--- config.mk ---
export PLATFORM = sky130hd
export DESIGN_NAME = bshift_top
export DESIGN_NICKNAME = d
export VERILOG_FILES = /design/src/rtl/bshift_pkg.sv /design/src/rtl/bshift_rev.sv /design/src/rtl/bshift_stage.sv /design/src/rtl/bshift_top.sv
export SDC_FILE = /design/constraint.sdc
export NUM_CORES = 1
export LEC_CHECK = 0
export ABC_AREA = 1
export BUFFER_PORTS_ARGS = -buffer_cell sky130_fd_sc_hd__buf_2
export CORE_ASPECT_RATIO = 1.5
export CORE_MARGIN = 2
export CORE_UTILIZATION = 55
export DETAILED_ROUTE_END_ITERATION = 8
export HOLD_SLACK_MARGIN = 0.1
export PLACE_DENSITY_LB_ADDON = 0.08
export SETUP_SLACK_MARGIN = 0.4
export SYNTH_ARGS = -nofsm -noshare
export SYNTH_HDL_FRONTEND = slang
export SYNTH_SLANG_ARGS = --single-unit
--- constraint.sdc ---
create_clock -name clk -period 0.8 [get_ports clk]
set_input_delay 0.16 -clock clk [delete_from_list [all_inputs] [get_ports clk]]
set_output_delay 0.16 -clock clk [all_outputs]
set_load 0.02 [all_outputs]
--- src/rtl/bshift_pkg.sv ---
package bshift_pkg;

   typedef enum logic [2:0] {
      SK_LSL = 3'd0,
      SK_LSR = 3'd1,
      SK_ASR = 3'd2,
      SK_ROR = 3'd3,
      SK_RRX = 3'd4
   } shift_kind_e;

   localparam int unsigned KIND_W = 3;

endpackage

--- src/rtl/bshift_rev.sv ---
module bshift_rev #(
   parameter int unsigned WIDTH = 32
) (
   input  logic [WIDTH-1:0] d_in,
   output logic [WIDTH-1:0] d_out
);

   for (genvar i = 0; i < WIDTH; i++) begin : g_bit
      assign d_out[i] = d_in[WIDTH-1-i];
   end

endmodule

--- src/rtl/bshift_stage.sv ---
module bshift_stage #(
   parameter int unsigned WIDTH = 32,
   parameter int unsigned STEP  = 1
) (
   input  logic             en,
   input  logic             rot,
   input  logic             fill,
   input  logic [WIDTH-1:0] d_in,
   input  logic             g_in,
   output logic [WIDTH-1:0] d_out,
   output logic             g_out
);

   if (STEP < 1 || STEP >= WIDTH) begin : g_bad_step
      $error("bshift_stage: STEP must lie in 1..WIDTH-1");
   end

   logic [WIDTH-1:0] rot_val;
   logic [WIDTH-1:0] fill_val;

   assign rot_val  = {d_in[STEP-1:0], d_in[WIDTH-1:STEP]};
   assign fill_val = {{STEP{fill}}, d_in[WIDTH-1:STEP]};

   always_comb begin
      if (en) begin
         d_out = rot ? rot_val : fill_val;
         g_out = d_in[STEP-1];
      end else begin
         d_out = d_in;
         g_out = g_in;
      end
   end

endmodule

--- src/rtl/bshift_top.sv ---
module bshift_top
   import bshift_pkg::*;
#(
   parameter int unsigned WIDTH     = 32,
   parameter int unsigned AMT_W     = $clog2(WIDTH),
   parameter bit          OUT_STAGE = 1'b1
) (
   input  logic              clk,
   input  logic              rst_n,
   input  logic [KIND_W-1:0] sh_kind,
   input  logic [AMT_W-1:0]  sh_amt,
   input  logic              carry_in,
   input  logic [WIDTH-1:0]  opnd_in,
   output logic [WIDTH-1:0]  res_out,
   output logic              carry_out
);

   localparam int unsigned NSTAGE = AMT_W;

   if (WIDTH < 2 || (WIDTH & (WIDTH - 1)) != 0) begin : g_bad_width
      $error("bshift_top: WIDTH must be a power of two, at least 2");
   end
   if ((1 << AMT_W) != WIDTH) begin : g_bad_amt
      $error("bshift_top: AMT_W must equal log2(WIDTH)");
   end

   shift_kind_e kind;
   logic        is_left;
   logic        is_rot;
   logic        fill_bit;

   assign kind     = shift_kind_e'(sh_kind);
   assign is_left  = (kind == SK_LSL);
   assign is_rot   = (kind == SK_ROR);
   assign fill_bit = (kind == SK_ASR) & opnd_in[WIDTH-1];

   logic [WIDTH-1:0] opnd_rev;
   logic [WIDTH-1:0] core_rev;
   logic [WIDTH-1:0] core_post;

   bshift_rev #(.WIDTH(WIDTH)) u_rev_in (
      .d_in  (opnd_in),
      .d_out (opnd_rev)
   );

   logic [WIDTH-1:0] dch [NSTAGE+1];
   logic             gch [NSTAGE+1];

   assign dch[0] = is_left ? opnd_rev : opnd_in;
   assign gch[0] = carry_in;

   for (genvar k = 0; k < NSTAGE; k++) begin : g_stage
      bshift_stage #(
         .WIDTH (WIDTH),
         .STEP  (1 << k)
      ) u_stage (
         .en    (sh_amt[k]),
         .rot   (is_rot),
         .fill  (fill_bit),
         .d_in  (dch[k]),
         .g_in  (gch[k]),
         .d_out (dch[k+1]),
         .g_out (gch[k+1])
      );
   end

   bshift_rev #(.WIDTH(WIDTH)) u_rev_out (
      .d_in  (dch[NSTAGE]),
      .d_out (core_rev)
   );

   assign core_post = is_left ? core_rev : dch[NSTAGE];

   logic [WIDTH-1:0] res_nxt;
   logic             c_nxt;

   always_comb begin
      unique case (kind)
         SK_LSL, SK_LSR, SK_ASR, SK_ROR: begin
            res_nxt = core_post;
            c_nxt   = gch[NSTAGE];
         end
         SK_RRX: begin
            res_nxt = {carry_in, opnd_in[WIDTH-1:1]};
            c_nxt   = opnd_in[0];
         end
         default: begin
            res_nxt = opnd_in;
            c_nxt   = carry_in;
         end
      endcase
   end

   if (OUT_STAGE) begin : g_reg
      always_ff @(posedge clk or negedge rst_n) begin
         if (!rst_n) begin
            res_out   <= '0;
            carry_out <= 1'b0;
         end else begin
            res_out   <= res_nxt;
            carry_out <= c_nxt;
         end
      end
   end else begin : g_comb
      assign res_out   = res_nxt;
      assign carry_out = c_nxt;
   end

endmodule

==> results.sh, run 1 <==
export IMPL_status="did not finish"
export IMPL_haltStage="global routing"
export IMPL_error="[ERROR GRT-0232] Routing congestion too high. Check the congestion heatmap in the GUI."
export IMPL_hpwl_um=16100
export IMPL_dp_cells=1022
export IMPL_track_usage_pct=63.5
export IMPL_synth_top_cells_by_area="nand3_1, nand2_1, dfrtp_1"
export IMPL_avgSynthCellArea_sq_um=5.42
export IMPL_cts_root_buffer="clkbuf_16"
export IMPL_grt_max_degree=36
export IMPL_worstEndpointType="register data pin"
export IMPL_die_w_um=76.7
export IMPL_numClockSinks=33
export IMPL_row_count=39
export IMPL_synth_top_cell_by_area="nand3_1"
export IMPL_place_congestion=1.15
export IMPL_pin_count=76
export IMPL_synthDominantCellAreaShare_pct=35.8
export IMPL_start_util_pct=56.9
export IMPL_placed_cell_area_sq_mm=0.00555
export IMPL_ys_ff_latch=33
export IMPL_syn_num_nets=847
export IMPL_htree_levels=2
export IMPL_syn_area_sq_mm=0.00436
export IMPL_grt_overflow=44
export IMPL_grt_worst_endpoint="res_out[16]$_DFF_PN0_/D"
export IMPL_synth_yosys_seq_area_share_pct=18.9
export IMPL_clk_path_buf_depth=2
export IMPL_synth_distinct_cells=21
export IMPL_synth_cells=804
export IMPL_cts_made_buffers=5
export IMPL_yosysWarnings=0
export IMPL_die_height_um=113
export IMPL_port_buffers=75
[per-stage QoR]
stage,utilization (%),worst slack [ps]
2_1_floorplan,-,-639
3_3_place_gp,72.4,-1180
3_5_place_dp,72.4,-1200
4_1_cts,76.7,-815
[per-layer routing]
metal,overflow,GRT usage (%)
met2,24,88.3
met4,19,68.4
met3,1,34.2
met5,0,0
met1,0,63.9
[repair_timing]
action | 4_1_cts
endpoints found under the hold margin | 33
buffers inserted | 1
pin swaps | 3
endpoints found under the setup margin | 66
gates resized for setup | 48
[cells in the mapped netlist]
cell type,instances
nor2_4,1
nor2_1,10
inv_1,48
a21oi_1,8
o21ai_0,1
buf_1,9
o21bai_1,3
clkbuf_1,28
nand2_1,265
nand4_1,7
nor2_2,1
buf_2,15
dfrtp_1,33
nand2_4,1
nand3b_1,20
clkinv_1,3
inv_2,1
o21ai_1,2
o22ai_1,33
buf_4,3
nand3_1,312
[kinds of logic after synthesis]
logic type / synth area share [%]
and+or+nand+nor: 64.6
AOI/OAI and AO/OA: 6.52
buffers and inverters: 9.90
DFF: 18.9
==> run 2, diff against run 1 <==
CORE_ASPECT_RATIO = default   (was 1.5)
CORE_UTILIZATION = 40   (was 55)
HOLD_SLACK_MARGIN = default   (was 0.1)
PLACE_DENSITY_LB_ADDON = 0.15   (was 0.08)
SETUP_SLACK_MARGIN = default   (was 0.4)
==> run 2 against run 1 <==
The flow now finishes, with violations (setup timing). Synthesized area stayed put. Synthesized cell count stayed put.
==> results.sh, run 2 <==
export IMPL_layout_min_cycle_time_ps=1670
export IMPL_pin_count=76
export IMPL_irDropWorstVdd_mv=0.901
export IMPL_synth_cells=804
export IMPL_antenna_left=0
export IMPL_utilization_pct=70.7
export IMPL_die_height_um=108
export IMPL_leakage_nw=3.60
export IMPL_remaining_drc_errors=0
export IMPL_antenna_found_initial=0
export IMPL_htree_levels=2
export IMPL_fin_crit_sh_pct=209
export IMPL_syn_num_nets=847
export IMPL_hp_start="sh_kind[2]"
export IMPL_worstHoldEndpoint="carry_out"
export IMPL_critPathCaptureType="flip-flop"
export IMPL_synth_distinct_cells=21
export IMPL_crit_slowest_cell="clkbuf_16"
export IMPL_synth_top_cells_by_area="nand3_1, nand2_1, dfrtp_1"
export IMPL_crit_family="simple AND/OR/NAND/NOR gates"
export IMPL_fin_hold_ws_ps=368
export IMPL_drt_total_wl_um=23500
export IMPL_drive_gt1_share_pct=51.2
export IMPL_place_congestion=1.01
export IMPL_cts_root_buffer="clkbuf_8"
export IMPL_drt_pass1_iter_count=5
export IMPL_via_per_inst=6.29
export IMPL_finalSetupViolations=66
export IMPL_tns_ps=-31560
export IMPL_grt_overflow=0
export IMPL_port_buffers=75
export IMPL_crit_top_cell="nand2_2"
export IMPL_grt_pass1_vias=5993
export IMPL_synth_ff_type="dfrtp_1"
export IMPL_relSlewSlack_pct=51.5
export IMPL_setup_ws_ps=-869
export IMPL_core_sq_mm=0.0107
export IMPL_power_mw=8.28
export IMPL_required_ps=950
export IMPL_track_usage_pct=37.5
export IMPL_top_regs="res_out (32), carry_out (1)"
export IMPL_synth_top_cell_by_area="nand3_1"
export IMPL_finalMaxSlewViolations=0
export IMPL_synth_edf_count=0
export IMPL_fin_nets=975
export IMPL_synthDominantCellAreaShare_pct=35.8
export IMPL_critPathMaxStageDelay_ps=220
export IMPL_final_cell_mix="nand2_1, nand3_2, nand3_1, nand2_2, buf_4"
export IMPL_violations="setup timing"
export IMPL_min_path_type="input port to flip-flop"
export IMPL_synth_yosys_seq_area_share_pct=18.9
export IMPL_ys_async_sr_fraction_pct=100
export IMPL_cp_cell_sequence="buf_8 -> nor2_4 -> nand2_4 -> clkbuf_16 -> nand2_4 -> nand3_2 -> nand2_2 -> nand2_2 -> nand2_2 -> nand2_4 -> nand3_4 -> nand3_2 -> nand2_2 -> nand2_2 -> nand2_1 -> nand3b_1"
export IMPL_routed_via_count=6751
export IMPL_diodes=0
export IMPL_cts_tree="done"
export IMPL_syn_to_final_growth_pct=74.3
export IMPL_grt_pass1_wl_um=33100
export IMPL_crit_arrival_ps=1820
export IMPL_yosysWarnings=0
export IMPL_clk_path_buf_depth=2
export IMPL_clkTransAtPathRegs_ps=70
export IMPL_largest_reg_flops=32
export IMPL_power_density_mw_per_mm2=1090
export IMPL_numClockSinks=33
export IMPL_status="finished, violations left"
export IMPL_maxClockFrequency_ghz=0.599
export IMPL_netlist_top_cells_count="nand3_1, nand2_1, inv_1"
export IMPL_syn_area_sq_mm=0.00436
export IMPL_dieArea_sq_mm=0.0117
export IMPL_hpwl_um=17300
export IMPL_crit_type="input port to flip-flop"
export IMPL_cp_max_fo=7
export IMPL_wl_per_cell_um=21.9
export IMPL_synth_most_common_cell="nand3_1"
export IMPL_die_w_um=108
export IMPL_ys_ff_latch=33
export IMPL_cts_made_buffers=5
export IMPL_grt_max_degree=34
export IMPL_drtIter0Drc=833
export IMPL_rsz0062_at_grt="true"
export IMPL_startpoint_type="input port"
export IMPL_hold_path_depth=5
export IMPL_start_util_pct=40.6
export IMPL_hold_viol_final=0
export IMPL_regMostFlops="res_out"
export IMPL_worst_slew_pin_slew_ps=726
export IMPL_drv_cap=0
export IMPL_final_common_cell="nand2_1"
export IMPL_row_count=38
export IMPL_avgSynthCellArea_sq_um=5.42
export IMPL_path_buf_inv=2
==> run 2: worst max path at each step <==
stage / start / end / cells past startpoint
finish: sh_kind[1] / res_out[7] / 16
global route: sh_kind[1] / res_out[30] / 17
CTS: sh_kind[0] / res_out[30] / 18
detailed placement: sh_kind[0] / res_out[23] / 16
global placement: sh_kind[1] / res_out[28] / 16
floorplan: sh_kind[0] / res_out[16] / 15
==> run 2: layer usage <==
metal  GRT usage, %  vias to the layer above  share of wire [%]
met4           19.4                        0                7.0
met3           6.45                      114                 11
li1               -                     3012                  -
met1           47.1                     3180                 37
met2           61.5                      445                 45
met5              0                        -                  0
==> run 2: area by class of cell <==
| type | count | area (sq um) |
|---|---|---|
| Inverter | 52 | 195 |
| Fill cell | 913 | 3150 |
| Sequential cell | 33 | 826 |
| Multi-Input combinational cell | 664 | 4640 |
| Clock inverter | 3 | 17.5 |
| Tap cell | 140 | 175 |
| Timing Repair Buffer | 176 | 1680 |
| Clock buffer | 5 | 68.8 |
==> run 2: per-stage QoR <==
stage	cell area, sq um	instances	setup WS, ps
floorplan	4460	804	-639
finish	7600	1073	-869
global placement	5620	1052	-1130
global route	7600	1073	-946
CTS	5940	1063	-812
detailed placement	5620	1052	-1160
==> run 2: kinds of logic after synthesis <==
family | synth area share, %
simple gates | 64.6
buf+inv | 9.90
compound gates | 6.52
flops | 18.9
==> run 2: power by group <==
part           switching (mW)  leakage, nW  internal, mW  total (mW)
combinational            3.12         3.16          1.96        5.08
sequential             0.0992        0.403          1.88        1.98
clock                   0.618       0.0439         0.600        1.22
total                    3.84         3.60          4.44        8.28
==> run 2: repair_timing <==
item,CTS,global route
buffers inserted,2,4
setup endpoints to repair,66,66
endpoints found under the hold margin,33,0
cloned,0,6
gates resized for setup,47,346
pin swaps,1,62
hold buffers,1,0
==> run 2: tightest hold or removal path, stage by stage <==
cell and delay [ps]:
buf_2 90, inv_2 80, buf_4 150, nand2_1 50, o21bai_1 70
(Power assumes the default switching activity.)
==> run 3, diff against run 2 <==
PLACE_DENSITY_LB_ADDON = default   (was 0.15)
SKIP_CTS_REPAIR_TIMING = 1   (was default)
==> run 3 against run 2 <==
The flow still finishes with violations (setup timing). Utilization decreased by 14 points. Worst setup slack worse by 54 ps. Sequential share of layout area is 2.6 points higher. Worst hold slack got worse by 9.3 ps. Power shrank 13%. Cell count up 0.19%. Via count decreased by 4.4%. Combinational power shrank 19%. Sequential power shrank 3%. Sequential cell count did not move. Cell area down 19%. First-iteration DRC count is 1.4% lower. Critical path type unchanged. Largest cell class unchanged. Highest routed layer unchanged.
==> results.sh, run 3 (synthesis results as in run 2) <==
export IMPL_crit_type="input port to flip-flop"
export IMPL_busiest_layer="met2"
export IMPL_die_height_um=108
export IMPL_drv_cap=0
export IMPL_drt_pass1_iter_count=6
export IMPL_drtIter0Drc=821
export IMPL_start_util_pct=40.6
export IMPL_min_path_type="input port to asynchronous set/reset pin"
export IMPL_die_w_um=108
export IMPL_wl_per_cell_um=20.6
export IMPL_relSlewSlack_pct=24.1
export IMPL_fin_nets=977
export IMPL_drive_gt1_share_pct=29.1
export IMPL_placed_cell_area_sq_mm=0.00569
export IMPL_tns_ps=-33570
export IMPL_routed_via_count=6452
export IMPL_antenna_found_initial=0
export IMPL_numClockSinks=33
export IMPL_final_common_cell="nand3_1"
export IMPL_grt_pass1_wl_um=32700
export IMPL_rsz0062_at_grt="true"
export IMPL_htree_levels=2
export IMPL_critPathCaptureType="flip-flop"
export IMPL_drt_total_wl_um=22100
export IMPL_use_met2_pct=58.1
export IMPL_antenna_left=0
export IMPL_regMostFlops="res_out"
export IMPL_finalSetupViolations=66
export IMPL_required_ps=1020
export IMPL_via_per_inst=6.00
export IMPL_cts_tree="done"
export IMPL_grt_met3_usage_pct=7.59
export IMPL_worst_slew_pin_slew_ps=1140
export IMPL_power_density_mw_per_mm2=1180
export IMPL_pin_count=76
export IMPL_largest_reg_flops=32
export IMPL_layout_min_cycle_time_ps=1720
export IMPL_finalMaxSlewViolations=0
export IMPL_status="finished, violations left"
export IMPL_design_area_sq_mm=0.00612
export IMPL_clkTransAtPathRegs_ps=60
export IMPL_grt_overflow=0
export IMPL_track_usage_pct=37.7
export IMPL_hpwl_um=17900
export IMPL_final_cell_mix="nand3_1, nand2_1, buf_4, buf_2, nand3_2"
export IMPL_clk_path_buf_depth=2
export IMPL_place_congestion=1.13
export IMPL_grt_max_degree=34
export IMPL_gr_usage_met1_pct=47.4
export IMPL_top_regs="res_out (32), carry_out (1)"
export IMPL_fin_crit_sh_pct=215
export IMPL_syn_to_final_growth_pct=40.5
export IMPL_port_buffers=75
export IMPL_setup_ws_ps=-923
export IMPL_fin_hold_ws_ps=359
export IMPL_remaining_drc_errors=0
export IMPL_row_count=38
export IMPL_core_sq_mm=0.0107
export IMPL_grt_pass1_vias=5866
export IMPL_cts_made_buffers=5
export IMPL_dieArea_sq_mm=0.0117
export IMPL_utilization_pct=57.0
export IMPL_violations="setup timing"
export IMPL_power_mw=7.24
export IMPL_leakage_nw=3.21
export IMPL_diodes=0
export IMPL_hold_viol_final=0
export IMPL_crit_arrival_ps=1940
export IMPL_fillerInstances=1090
export IMPL_irDropWorstVdd_mv=1.15
export IMPL_cp_max_fo=7
export IMPL_cts_root_buffer="clkbuf_8"
export IMPL_maxClockFrequency_ghz=0.580
export IMPL_startpoint_type="input port"
-- run 3: cell types whose count changed in the layout (fill, tap and decap cells not counted), sizes merged --
cell    delta
buf        +5
clkbuf     -3
-- run 3: layout make-up --
cell class              count  area, sq um  area share [%]
clock buffers               5         68.8            1.12
clock inverters             3         17.5           0.286
inverters                  52          198            3.23
multi-input cells         664         3440            56.2
flip-flops and latches     33          826            13.5
well taps                 140          175            2.86
repair buffers            178         1390            22.8
-- run 3: path summary, 6_finish.rpt --
kind,startpoint,end,slack (ps)
min,rst_n,carry_out,360
max in group asynchronous,rst_n,res_out[18],270
min in group clk,sh_kind[2],carry_out,410
max,sh_kind[1],res_out[19],-920
-- run 3: routing by layer --
layer / up-vias / wire (um)
met5: - / 0
met4: 0 / 1840
met3: 96 / 2440
met2: 401 / 9460
met1: 2946 / 8370
li1: 3009 / -
-- run 3: per-stage QoR --
stage	setup WS (ps)	std cells
2_1_floorplan	-639	804
3_3_place_gp	-1160	1063
3_5_place_dp	-1180	1063
4_1_cts	-885	1071
5_1_grt	-1030	1075
6_report	-923	1075
-- run 3: report_power, final --
| part | switching [mW] | internal, mW |
|---|---|---|
| registers | 0.0518 | 1.87 |
| logic | 2.66 | 1.45 |
| clock network | 0.599 | 0.599 |
-- run 3: worst max-delay path: stages --
cell      delay (ps)
buf_2            130
inv_1             60
nand2_1           90
nor2_4           280
nand2_1          150
nand3_1          150
nand3_1          170
nand3_1          140
nand3_1          170
nand2_1          120
nand2_1           50
nand2_1           90
nand2_1           60
nand3b_1         120
==> run 4, diff against run 3 <==
==> constraint.sdc (replaced) <==
create_clock -name clk -period 0.8 [get_ports clk]
set_input_delay 0.12 -clock clk [delete_from_list [all_inputs] [get_ports clk]]
set_output_delay 0.12 -clock clk [all_outputs]
set_load 0.02 [all_outputs]
==> run 4 against run 3 <==
The run still ends with setup timing left. Critical path depth is the same. First-iteration DRC count decreased by 8.3%. Cell count up 0.19%. Worst hold slack got worse by 55 ps. Count of clock-buffer cells in the layout up 2. Utilization increased by 6.0 points. Fmax rose by 0.28%. Highest routed layer is now met5. Cell area is 10% higher. Clock power rose by 37%.
==> results.sh, run 4 (synthesis results as in run 2) <==
export IMPL_via_per_inst=6.20
export IMPL_row_count=38
export IMPL_status="finished, violations left"
export IMPL_wl_per_cell_um=21.9
export IMPL_drv_cap=0
export IMPL_die_height_um=108
export IMPL_fillerInstances=1034
export IMPL_pin_count=76
export IMPL_irDropWorstVdd_mv=1.47
export IMPL_finalSetupViolations=66
export IMPL_crit_arrival_ps=1930
export IMPL_fin_nets=979
export IMPL_grt_max_degree=34
export IMPL_relSlewSlack_pct=19.9
export IMPL_place_congestion=1.05
export IMPL_dp_slack_ps=-1190
export IMPL_layout_min_cycle_time_ps=1720
export IMPL_regMostFlops="res_out"
export IMPL_clk_path_buf_depth=2
export IMPL_final_common_cell="nand3_1"
export IMPL_utilization_pct=62.9
export IMPL_remaining_drc_errors=0
export IMPL_rsz0062_at_grt="true"
export IMPL_routed_via_count=6674
export IMPL_antenna_left=0
export IMPL_drtIter0Drc=753
export IMPL_dieArea_sq_mm=0.0117
export IMPL_htree_levels=2
export IMPL_cp_max_fo=10
export IMPL_top_regs="res_out (32), carry_out (1)"
export IMPL_die_w_um=108
export IMPL_placed_cell_area_sq_mm=0.00565
export IMPL_critPathCaptureType="flip-flop"
export IMPL_diodes=0
export IMPL_drt_pass1_iter_count=6
export IMPL_hold_viol_final=0
export IMPL_maxClockFrequency_ghz=0.582
export IMPL_track_usage_pct=38.9
export IMPL_syn_to_final_growth_pct=55.2
export IMPL_grt_pass1_vias=5994
export IMPL_drive_gt1_share_pct=39.0
export IMPL_hpwl_um=18000
export IMPL_clkTransAtPathRegs_ps=70
export IMPL_fin_crit_sh_pct=215
export IMPL_min_path_type="input port to asynchronous set/reset pin"
export IMPL_grt_pass1_wl_um=33800
export IMPL_numClockSinks=33
export IMPL_drt_total_wl_um=23600
export IMPL_startpoint_type="input port"
export IMPL_worst_slew_pin_slew_ps=1200
export IMPL_grt_overflow=0
export IMPL_setup_ws_ps=-918
export IMPL_largest_reg_flops=32
export IMPL_finalMaxSlewViolations=0
export IMPL_violations="setup timing"
export IMPL_start_util_pct=40.6
export IMPL_power_density_mw_per_mm2=1220
export IMPL_required_ps=1020
export IMPL_cts_made_buffers=5
export IMPL_design_area_sq_mm=0.00676
export IMPL_leakage_nw=3.40
export IMPL_final_cell_mix="nand3_1, nand2_1, nand3_2, buf_4, nand2_2"
export IMPL_crit_type="input port to flip-flop"
export IMPL_port_buffers=75
export IMPL_cts_tree="done"
export IMPL_antenna_found_initial=2
export IMPL_cts_root_buffer="clkbuf_8"
export IMPL_core_sq_mm=0.0107
## run 4: cell types whose count changed in the layout (fill, tap and decap cells not counted), sizes merged
cell	previous run	this run
bufinv	0	1
clkbuf	6	10
clkinv	5	3
clkinvlp	1	0
## run 4: final timing paths
kind / start / end
max: sh_kind[1] / res_out[26]
min in group clk: sh_kind[2] / carry_out
min: rst_n / res_out[8]
max in group asynchronous: rst_n / res_out[1]
## run 4: metal layers
| layer | global-route usage (%) | share of wire (%) |
|---|---|---|
| met5 | 0 | 0.047 |
| met4 | 24.7 | 7.3 |
| met3 | 8.44 | 11 |
| met2 | 60.3 | 44 |
| met1 | 48.7 | 37 |
## run 4: through the flow
stage	instances	power, mW	hold WS [ps]	setup TNS (ps)
6_report	1077	8.25	304	-31260
5_1_grt	1077	8.62	348	-35290
4_1_cts	1070	7.34	-212	-30870
3_5_place_dp	1062	5.72	88.5	-36190
3_3_place_gp	1062	5.68	80.6	-35360
2_1_floorplan	804	4.14	-176	-18650
## run 4: power breakdown
part           switching, mW  total, mW  leakage [nW]  internal, mW
Clock                  0.621       1.64        0.0585          1.02
Sequential             0.108       1.99         0.403          1.88
Combinational           2.87       4.63          2.94          1.76
## run 4: layout make-up
cell class / count / area [sq um] / area share, %
Inverter: 52 / 198 / 2.92
Sequential cell: 33 / 826 / 12.2
Tap cell: 140 / 175 / 2.59
Clock inverter: 1 / 30.0 / 0.444
Timing Repair Buffer: 180 / 1630 / 24.1
Multi-Input combinational cell: 664 / 3810 / 56.4
Clock buffer: 7 / 86.3 / 1.28
## run 4: worst max-delay path, cell delays in order
cell and delay, ps:
buf_8 100, nor2_4 180, buf_12 150, buf_12 130, nand3_1 110, nand3_1 140, nand3_2 150, nand3_1 150
nand3_1 110, nand3_1 100, nand2_1 120, o21ai_2 100, nand2_1 100, nand2_1 160
